<file path="src/rtl/sched_pkg.sv">
package sched_pkg;
  localparam int WORD_W = 32;
  typedef logic [WORD_W-1:0] word_t;

  typedef struct packed {
    word_t sum;
    word_t carry;
  } cs_pair_t;

  function automatic word_t rotr(input word_t x, input int unsigned n);
    return (x >> n) | (x << (WORD_W - n));
  endfunction

  function automatic word_t small_sig0(input word_t x);
    return rotr(x, 7) ^ rotr(x, 18) ^ (x >> 3);
  endfunction

  function automatic word_t small_sig1(input word_t x);
    return rotr(x, 17) ^ rotr(x, 19) ^ (x >> 10);
  endfunction

  // Bitwise 3:2 compressor; carry vector is pre-shifted to its weight,
  // the bit leaving position 31 is dropped (modulo 2^32).
  function automatic cs_pair_t compress32(input word_t a, input word_t b, input word_t c);
    cs_pair_t r;
    r.sum   = a ^ b ^ c;
    r.carry = ((a & b) | (a & c) | (b & c)) << 1;
    return r;
  endfunction
endpackage

</file>
<file path="src/rtl/sched_window.sv">
module sched_window #(
  parameter int DEPTH = 16,
  parameter int W     = 32
) (
  input  logic                    clk,
  input  logic                    rst,
  input  logic                    shift_en,
  input  logic [W-1:0]            new_word,
  output logic [DEPTH-1:0][W-1:0] taps_o
);
  logic [DEPTH-1:0][W-1:0] stage_q;

  generate
    for (genvar k = 0; k < DEPTH; k++) begin : g_stage
      always_ff @(posedge clk) begin
        if (rst) begin
          stage_q[k] <= '0;
        end else if (shift_en) begin
          if (k == 0) stage_q[k] <= new_word;
          else        stage_q[k] <= stage_q[k-1];
        end
      end
    end
  endgenerate

  assign taps_o = stage_q;

  p_window_shift_r5: assert property (@(posedge clk) disable iff (rst)
    shift_en |=> stage_q[1] == $past(stage_q[0]) && stage_q[0] == $past(new_word));
endmodule

</file>
<file path="src/rtl/sched_csa_tree.sv">
module sched_csa_tree
  import sched_pkg::*;
(
  input  word_t op_far,   // W[i-16]
  input  word_t op_s0in,  // W[i-15]
  input  word_t op_mid,   // W[i-7]
  input  word_t op_s1in,  // W[i-2]
  output word_t sum_o,
  output word_t part_sum_o,
  output word_t part_carry_o
);
  cs_pair_t lvl1, lvl2;

  always_comb begin
    lvl1 = compress32(op_far, small_sig0(op_s0in), op_mid);
    lvl2 = compress32(lvl1.sum, lvl1.carry, small_sig1(op_s1in));
  end

  assign part_sum_o   = lvl2.sum;
  assign part_carry_o = lvl2.carry;
  assign sum_o        = lvl2.sum + lvl2.carry;  // the single carry-propagate adder
endmodule

</file>
<file path="src/rtl/sched_ctrl.sv">
module sched_ctrl #(
  parameter int ROUNDS = 64,
  parameter int LOADS  = 16,
  localparam int CNT_W = $clog2(ROUNDS)
) (
  input  logic             clk,
  input  logic             rst,
  input  logic             start_i,
  input  logic             in_valid_i,
  output logic [CNT_W-1:0] round_o,
  output logic             load_take_o,
  output logic             expand_o
);
  localparam logic [CNT_W-1:0] LAST_R  = CNT_W'(ROUNDS - 1);
  localparam logic [CNT_W-1:0] FIRST_X = CNT_W'(LOADS);

  logic             busy_q;
  logic [CNT_W-1:0] cnt_q;
  logic             in_load;

  assign in_load     = busy_q && (cnt_q < FIRST_X);
  assign load_take_o = in_load && in_valid_i && !start_i;
  assign expand_o    = busy_q && !in_load && !start_i;
  assign round_o     = cnt_q;

  always_ff @(posedge clk) begin
    if (rst) begin
      busy_q <= 1'b0;
      cnt_q  <= '0;
    end else if (start_i) begin
      busy_q <= 1'b1;
      cnt_q  <= '0;
    end else if (load_take_o) begin
      cnt_q  <= cnt_q + 1'b1;
    end else if (expand_o) begin
      if (cnt_q == LAST_R) begin
        busy_q <= 1'b0;
        cnt_q  <= '0;
      end else begin
        cnt_q  <= cnt_q + 1'b1;
      end
    end
  end

  p_start_zero_r2: assert property (@(posedge clk) disable iff (rst)
    start_i |=> round_o == '0);
  p_gap_hold_r10: assert property (@(posedge clk) disable iff (rst)
    (in_load && !in_valid_i && !start_i) |=> round_o == $past(round_o));
  p_no_gap_r6: assert property (@(posedge clk) disable iff (rst)
    (expand_o && round_o != LAST_R) |=> (expand_o || $past(start_i) || start_i));
  p_stop_after_last_r7: assert property (@(posedge clk) disable iff (rst)
    (expand_o && round_o == LAST_R) |=> !busy_q);
  p_mutex_r3: assert property (@(posedge clk) disable iff (rst)
    !(load_take_o && expand_o));
endmodule

</file>
<file path="src/rtl/sha256_sched_expander.sv">
module sha256_sched_expander
  import sched_pkg::*;
#(
  parameter int ROUNDS = 64,
  parameter int LOADS  = 16,
  localparam int CNT_W = $clog2(ROUNDS)
) (
  input  logic             clk,
  input  logic             rst,
  input  logic             start_i,
  input  logic             in_valid_i,
  input  logic [31:0]      in_word_i,
  output logic             out_valid_o,
  output logic [31:0]      out_word_o,
  output logic [CNT_W-1:0] out_round_o
);
  // Tap positions relative to the word being formed (index 0 = W[i-1]).
  localparam int T_FAR  = LOADS - 1;  // W[i-16]
  localparam int T_S0   = LOADS - 2;  // W[i-15]
  localparam int T_MID  = 6;          // W[i-7]
  localparam int T_S1   = 1;          // W[i-2]

  logic                       load_take, expand;
  logic [CNT_W-1:0]           round;
  logic [LOADS-1:0][WORD_W-1:0] taps;
  word_t                      new_word, next_word, ps, pc;

  sched_ctrl #(.ROUNDS(ROUNDS), .LOADS(LOADS)) u_ctrl (
    .clk(clk), .rst(rst), .start_i(start_i), .in_valid_i(in_valid_i),
    .round_o(round), .load_take_o(load_take), .expand_o(expand)
  );

  sched_csa_tree u_tree (
    .op_far(taps[T_FAR]), .op_s0in(taps[T_S0]), .op_mid(taps[T_MID]),
    .op_s1in(taps[T_S1]), .sum_o(next_word), .part_sum_o(ps), .part_carry_o(pc)
  );

  assign new_word = load_take ? in_word_i : next_word;

  sched_window #(.DEPTH(LOADS), .W(WORD_W)) u_win (
    .clk(clk), .rst(rst), .shift_en(load_take | expand),
    .new_word(new_word), .taps_o(taps)
  );

  assign out_valid_o = load_take | expand;
  assign out_word_o  = new_word;
  assign out_round_o = round;

  p_sum_mod_r8: assert property (@(posedge clk) disable iff (rst)
    expand |-> ps + pc == taps[T_FAR] + small_sig0(taps[T_S0]) + taps[T_MID] + small_sig1(taps[T_S1]));
  p_pass_through_r3: assert property (@(posedge clk) disable iff (rst)
    (out_valid_o && out_round_o < CNT_W'(LOADS)) |-> out_word_o == in_word_i);
  p_round_step_r6: assert property (@(posedge clk) disable iff (rst)
    (expand && out_round_o != CNT_W'(ROUNDS - 1) && !start_i) |=> out_round_o == $past(out_round_o) + 1'b1);
  p_reset_quiet_r1: assert property (@(posedge clk)
    rst |=> !out_valid_o && out_round_o == '0);
endmodule

</file>
<file path="config.mk">
export PLATFORM = sky130hd
export DESIGN_NAME = sha256_sched_expander
export DESIGN_NICKNAME = d
export VERILOG_FILES = /design/src/rtl/sched_pkg.sv /design/src/rtl/sched_window.sv /design/src/rtl/sched_csa_tree.sv /design/src/rtl/sched_ctrl.sv /design/src/rtl/sha256_sched_expander.sv
export SDC_FILE = /design/constraint.sdc
export NUM_CORES = 1
export LEC_CHECK = 0
export BUFFER_PORTS_ARGS = -buffer_cell sky130_fd_sc_hd__buf_4
export CAP_MARGIN = 30
export CORE_MARGIN = 5
export CORE_UTILIZATION = 35
export DETAILED_ROUTE_END_ITERATION = 12
export PLACE_DENSITY = 0.56
export SYNTH_ARGS = -nofsm -noshare
export SYNTH_HDL_FRONTEND = slang
export SYNTH_SLANG_ARGS = --single-unit
</file>
<file path="constraint.sdc">
create_clock -name clk -period 5.5 [get_ports clk]
set_clock_uncertainty 0.1 [all_clocks]
set_input_delay 1.1 -clock clk [delete_from_list [all_inputs] [get_ports clk]]
set_output_delay 1.1 -clock clk [all_outputs]
set_load 0.05 [all_outputs]
</file>
==> After elaboration in Yosys (flattened, before gate mapping) <==
Index checks and enable logic that the tools add are counted.
W data, S select, Z words.
{ "classes": {"n_addsub": 2, "multipliers": 0, "div_mod_pow": 0, "n_lt_le_gt_ge": 1, "eq_ne": 2, "shifts": 0, "muxes": 8, "n_bitwise": 23, "reduce_logical": 12} }
{ "op_table": {"columns": ["operator", "count"], "rows": [
  ["$xor A32 B32 Y32", 6],
  ["$and A31 B31 Y31", 6],
  ["$or A31 B31 Y31", 4],
  ["$add A32 B32 Y32", 1],
  ["$mux W32", 1],
  ["$or A13 B32 Y32", 1],
  ["$or A14 B32 Y32", 1],
  ["$or A15 B32 Y32", 1],
  ["$or A25 B32 Y32", 1],
  ["$xor A32 B22 Y32", 1],
  ["$xor A32 B29 Y32", 1],
  ["$mux W6", 3],
  ["$add A6 B1 Y6 const B", 1],
  ["$eq A6 B6 Y1 const B", 1],
  ["$lt A6 B5 Y1 const B", 1],
  ["$reduce_bool A2 Y1", 3],
  ["$logic_and A1 B1 Y1", 5],
  ["$mux W1", 4],
  ["$reduce_and A3 Y1", 1],
  ["$logic_not A1 Y1", 2],
  ["$ne A2 B2 Y1 const B", 1],
  ["$reduce_or A2 Y1", 1],
  ["$or A1 B1 Y1", 1]
]} }
{ "word_totals": {"reg_bits": 519, "latch_bits": 0, "ram_bits": 0, "mem_bits_ro": 0, "in_bits": 36, "output_inout_bits": 39, "n_memories": 0} }

==> Depth between registers and ports, before layout <==
{ "logic_depth": {"ltp_word": 11, "ltp_mapped": 18, "mapped_depth_nobuf": 17} }

==> Modules after synthesis <==
From an unflattened synthesis, not the netlist that was laid out.
{ "hier_totals": {"hier_cells": 2225, "area_unflattened_um2": 23692.7} }
{ "by_module_without_submodules": {"columns": ["module", "instances", "cells_each", "area_each_um2", "seq_area_each_um2"], "rows": [
  ["sched_window", 1, 1650, 18546.5, 10249.8],
  ["sched_csa_tree", 1, 489, 4215.3, 0.0],
  ["sha256_sched_expander", 1, 37, 546.8, 0.0],
  ["sched_ctrl", 1, 49, 384.1, 140.1]
]} }

==> Worst setup path before layout <==
OpenSTA, ideal clock, no wires.
{ "synth_path": {"path_type": "reg-to-output", "startpoint": "register u_win.stage_q (netlist bit u_win.taps_o[456])", "endpoint": "output port out_word_o[31]", "arrival_ps": 4531, "setup_slack_ps": -231, "path_stages_with_launch": 18, "path_buffers": 1, "cell_sequence": "dfxtp_1 -> clkbuf_1 -> xor2_1 -> xnor2_1 -> fa_1 -> fa_1 -> inv_1 -> ha_1 -> inv_1 -> fa_1 -> nor2b_1 -> o211ai_1 -> a21boi_1 -> o21ai_1 -> nand2_1 -> a221o_1 -> xor2_1 -> o21ai_0"} }
{ "synth_between": {"elab_chain_cells": 11, "word_cells_on_any_way": 19} }
{ "synth_lines": {"columns": ["element", "line", "rtl"], "rows": [
  ["start, declared", "sched_window.sv:11", "logic [DEPTH-1:0][W-1:0] stage_q;"],
  ["start signal, assigned by index", "sched_window.sv:19", "if (k == 0) stage_q[k] <= new_word;"],
  ["start signal, assigned by index", "sched_window.sv:20", "else stage_q[k] <= stage_q[k-1];"],
  ["$or A25 B32 Y32 / $or A14 B32 Y32 (equally long branches)", "sched_pkg.sv:11", "return (x >> n) | (x << (WORD_W - n));"],
  ["$xor A32 B32 Y32", "sched_pkg.sv:15", "return rotr(x, 7) ^ rotr(x, 18) ^ (x >> 3);"],
  ["$xor A32 B29 Y32 *", "sched_pkg.sv:15", null],
  ["$and A31 B31 Y31", "sched_pkg.sv:27", "r.carry = ((a & b) | (a & c) | (b & c)) << 1;"],
  ["$or A31 B31 Y31 (2 in series)", "sched_pkg.sv:27", null],
  ["$and A31 B31 Y31", "sched_pkg.sv:27", null],
  ["$or A31 B31 Y31 (2 in series)", "sched_pkg.sv:27", null],
  ["$add A32 B32 Y32 *", "sched_csa_tree.sv:21", "assign sum_o = lvl2.sum + lvl2.carry;"],
  ["$mux W32 *", "sha256_sched_expander.sv:38", "assign new_word = load_take ? in_word_i : next_word;"],
  ["end, declared", "sha256_sched_expander.sv:14", "output logic [31:0] out_word_o,"]
]} }
Every way passes the cells marked *; elsewhere a longest branch is shown, timed or not.

==> Final worst setup path <==
{ "layout_path": {"startpoint": "register u_win.stage_q (netlist bit u_win.taps_o[458])", "endpoint": "output port out_word_o[31]"} }
Same word-level chain as after synthesis.

==> results.yml <==
timing:
  rsz0062_at_grt: "yes"
  fmax_ghz: 0.1785
  period_needed_ns: 5.602
  min_period_over_period_pct: 101.8
  final.setup.worst_slack_ns: -0.1016
  maxSlewHeadroom_pct: 29.07
  setup_viol: 11
  slew_violations: 0
  hold_viol_final: 0
  tightest_slew_ns: 1.064
yosys:
  synth_common_cells: "nand2_1 (1042), a21oi_1 (531), dfxtp_1 (519)"
  synth_top_area_share_pct: 45.74
  synth_area_per_cell_sq_um: 7.806
  synth-edff-count: 0
  synthDistinctLibCells: 67
  synth_area_sq_mm: 0.02271
  yosysSeqAreaShare_pct: 45.74
  synth-main-ff-cell: "dfxtp_1"
  synth_seq_cells: 519
  synth_nets: 3040
  ys_async_sr_fraction_pct: 0
  netlist_instances: 2910
  yosysWarningCount: 0
  synth_most_common_cell: "nand2_1"
  synth_top_cell_by_area: "dfxtp_1"
  synth.area.top_cells: "dfxtp_1 (46%), nand2_1 (17%), a21oi_1 (12%)"
grt:
  track_usage_pct: 17.67
  grt_max_degree: 228
  grt_pass1_wl_mm: 99.99
  overflow: 0
  grt_pass1_vias: 17550
  antenna_found_initial: 1
die:
  die_y_um: 264.8
  start_util_pct: 35.30
  chipWidth_um: 264.8
  num_rows: 93
  ioPinCount: 75
  core_sq_mm: 0.06435
  dieArea_sq_mm: 0.07009
setup_path:
  start_kind: "flop"
  path_max_fanout: 5
  max_stage_delay_ns: 0.51
  crit_path_end_kind: "output port"
  cp_cell_sequence: "buf_4, xor2_1, xnor2_1, fa_1, fa_1, inv_1, ha_2, a21oi_2, o21ai_1, a221o_1, a221o_1, xor2_1, o21ai_1, buf_6"
  critPathArrivalTime_ns: 4.40
  slowest_stage: "fa_1"
  crit_start: "u_win.taps_o[458]"
  r2r_setup_slack_ns: 1.32
  worstSetupPathType: "flop to output port"
  worstReg2RegStart: "u_win.taps_o[458]"
  reg2reg_to: "u_win.taps_o[31]"
  cp.required_ns: 4.30
  r2r_cells: 14
pwr:
  power.internal_mw: 6.073
  switching_share_pct: 22.49
  ir_worst_vdd_mv: 0.1963
  powerDensity_mw_per_mm2: 288.0
  p_sw_mw: 1.762
  p_leak_nw: 9.223
  clkPwrFrac_pct: 48.1
  share_comb_of_total_power_pct: 3.8
  p_seq_share_pct: 48.1
cells_and_area:
  syn2layout_area_growth_pct: 19.79
  final_util_pct: 42.28
  finish.net_count: 3039
  drive_above_1_share_pct: 14.79
  stdcell_area_sq_mm: 0.02721
  antenna_cells: 0
  instances_no_fill: 3802
clock_tree:
  clk_latency_ns: 0.62
  cts_tree: "built"
  htreeDepth: 2
  cts_hold_buf: 0
  clockBufferDepth: 3
  clock_sinks: 519
  cts_buffers: 54
  clock-root-buffer: "clkbuf_16"
  path_clk_slew_ns: 0.06
drt:
  drt_iter0_markers: 1470
  drtPass1Iterations: 8
  drc: 0
  routedWlPerCell_um: 17.08
  vias_per_cell: 4.891
  vias: 18590
  wl_mm: 64.96
  antenna_left: 0
outcome:
  violations: "setup timing"
  status: "finished with violations"
min_path:
  holdPathStages: 2
  hp-class: "flop to flop"
  min_to: "u_win.taps_o[409]"
  worstHoldStart: "u_win.taps_o[377]"
placed_design:
  gp_congestion: 0.9095
  io_buffers: 74
  hpwl_mm: 44.28
  place_area_sq_mm: 0.02391
  dp_cells: 3671
flow_run:
  drv_cap: 0
stage by stage:
| stage | setup WS (ns) | hold slack [ns] | power, mW | setup TNS [ns] |
|---|---|---|---|---|
| 4_1_cts | -0.2306 | 0.3363 | 7.943 | -1.893 |
| 3_3_place_gp | 0.1275 | 0.3355 | 4.137 | 0 |
| 6_report | -0.1016 | 0.3452 | 7.835 | -0.5986 |
| 2_1_floorplan | 0.02470 | 0.3312 | 4.048 | 0 |
| 5_1_grt | -0.2962 | 0.3525 | 8.125 | -3.478 |
| 3_5_place_dp | 0.09809 | 0.3424 | 4.139 | 0 |
cells in the final DEF (no fill, tap or decap), drive strengths merged, types with 7 or more instances in the layout:
cell type and count:
xor2 65, fa 62, o211ai 7, inv 129, ha 32, dfxtp 519, nor2 65, xnor2 81
a21oi 534, nand2 1042, clkbuf 80, nand4 8, o21ai 31, nor3 16, o21a 11, nor2b 8
buf 164, a22oi 7
registers in the layout (all words and copies together) (netlist names):
signal	count
u_ctrl.round_o	6
u_win.taps_o	512
u_ctrl.busy_q	1
power groups by stage:
stage               sequential (mW)  clock [mW]  combinational (mW)
floorplan                      3.86           0               0.192
global placement               3.86           0               0.278
detailed placement             3.86           0               0.280
CTS                            3.77        3.88               0.293
global route                   3.77        4.04               0.319
finish                         3.77        3.77               0.296
cells by family after synthesis:
family,synth area share (%)
buffers and inverters,6.313
adders and majority gates,7.227
AOI/OAI and AO/OA,15.14
muxes,0.1377
DFF,45.74
xor gates and xnor gates,5.630
and+or+nand+nor,19.81
area by class of cell:
| class | instances | area (sq um) |
|---|---|---|
| Tap cell | 855 | 1070 |
| Timing Repair Buffer | 164 | 1433 |
| Multi-Input combinational cell | 2042 | 11930 |
| Fill cell | 6416 | 37140 |
| Sequential cell | 519 | 10460 |
| Clock inverter | 14 | 266.5 |
| Clock buffer | 80 | 1559 |
| Inverter | 128 | 496.7 |
worst max-delay path: cells and delay by family, from the launching register on:
family	cells	cell delay (ns)
AOI/OAI and AO/OA	5	1.20
xor gates and xnor gates	3	0.52
adders and majority gates	3	1.33
buffers and inverters	3	0.40
DFF	1	0.35
metal layers:
| layer | vias to the layer above | share of wire (%) | global-route usage (%) | wire (um) |
|---|---|---|---|---|
| li1 | 9261 | - | - | - |
| met1 | 8861 | 47 | 24.93 | 30600 |
| met2 | 356 | 44 | 27.04 | 28830 |
| met3 | 114 | 4.9 | 3.434 | 3182 |
| met4 | 2 | 3.6 | 6.490 | 2339 |
| met5 | - | 0.011 | 0 | 7 |
what timing repair did:
item	CTS	global route
setup endpoints to repair	23	25
gates resized for setup	189	75
setup buffers	26	11
pin swaps	93	57
endpoints found under the hold margin	0	0
worst max-delay path by stage:
stage / endpoint / cells after the start / slack [ns]
after global routing: out_word_o[31] / 18 / -0.30
after floorplan: out_word_o[11] / 15 / 0.02
after detailed placement: out_word_o[17] / 15 / 0.1
after global placement: out_word_o[30] / 15 / 0.13
final: out_word_o[31] / 14 / -0.10
after CTS: out_word_o[31] / 18 / -0.23
Power figures use the tool's default switching activity.
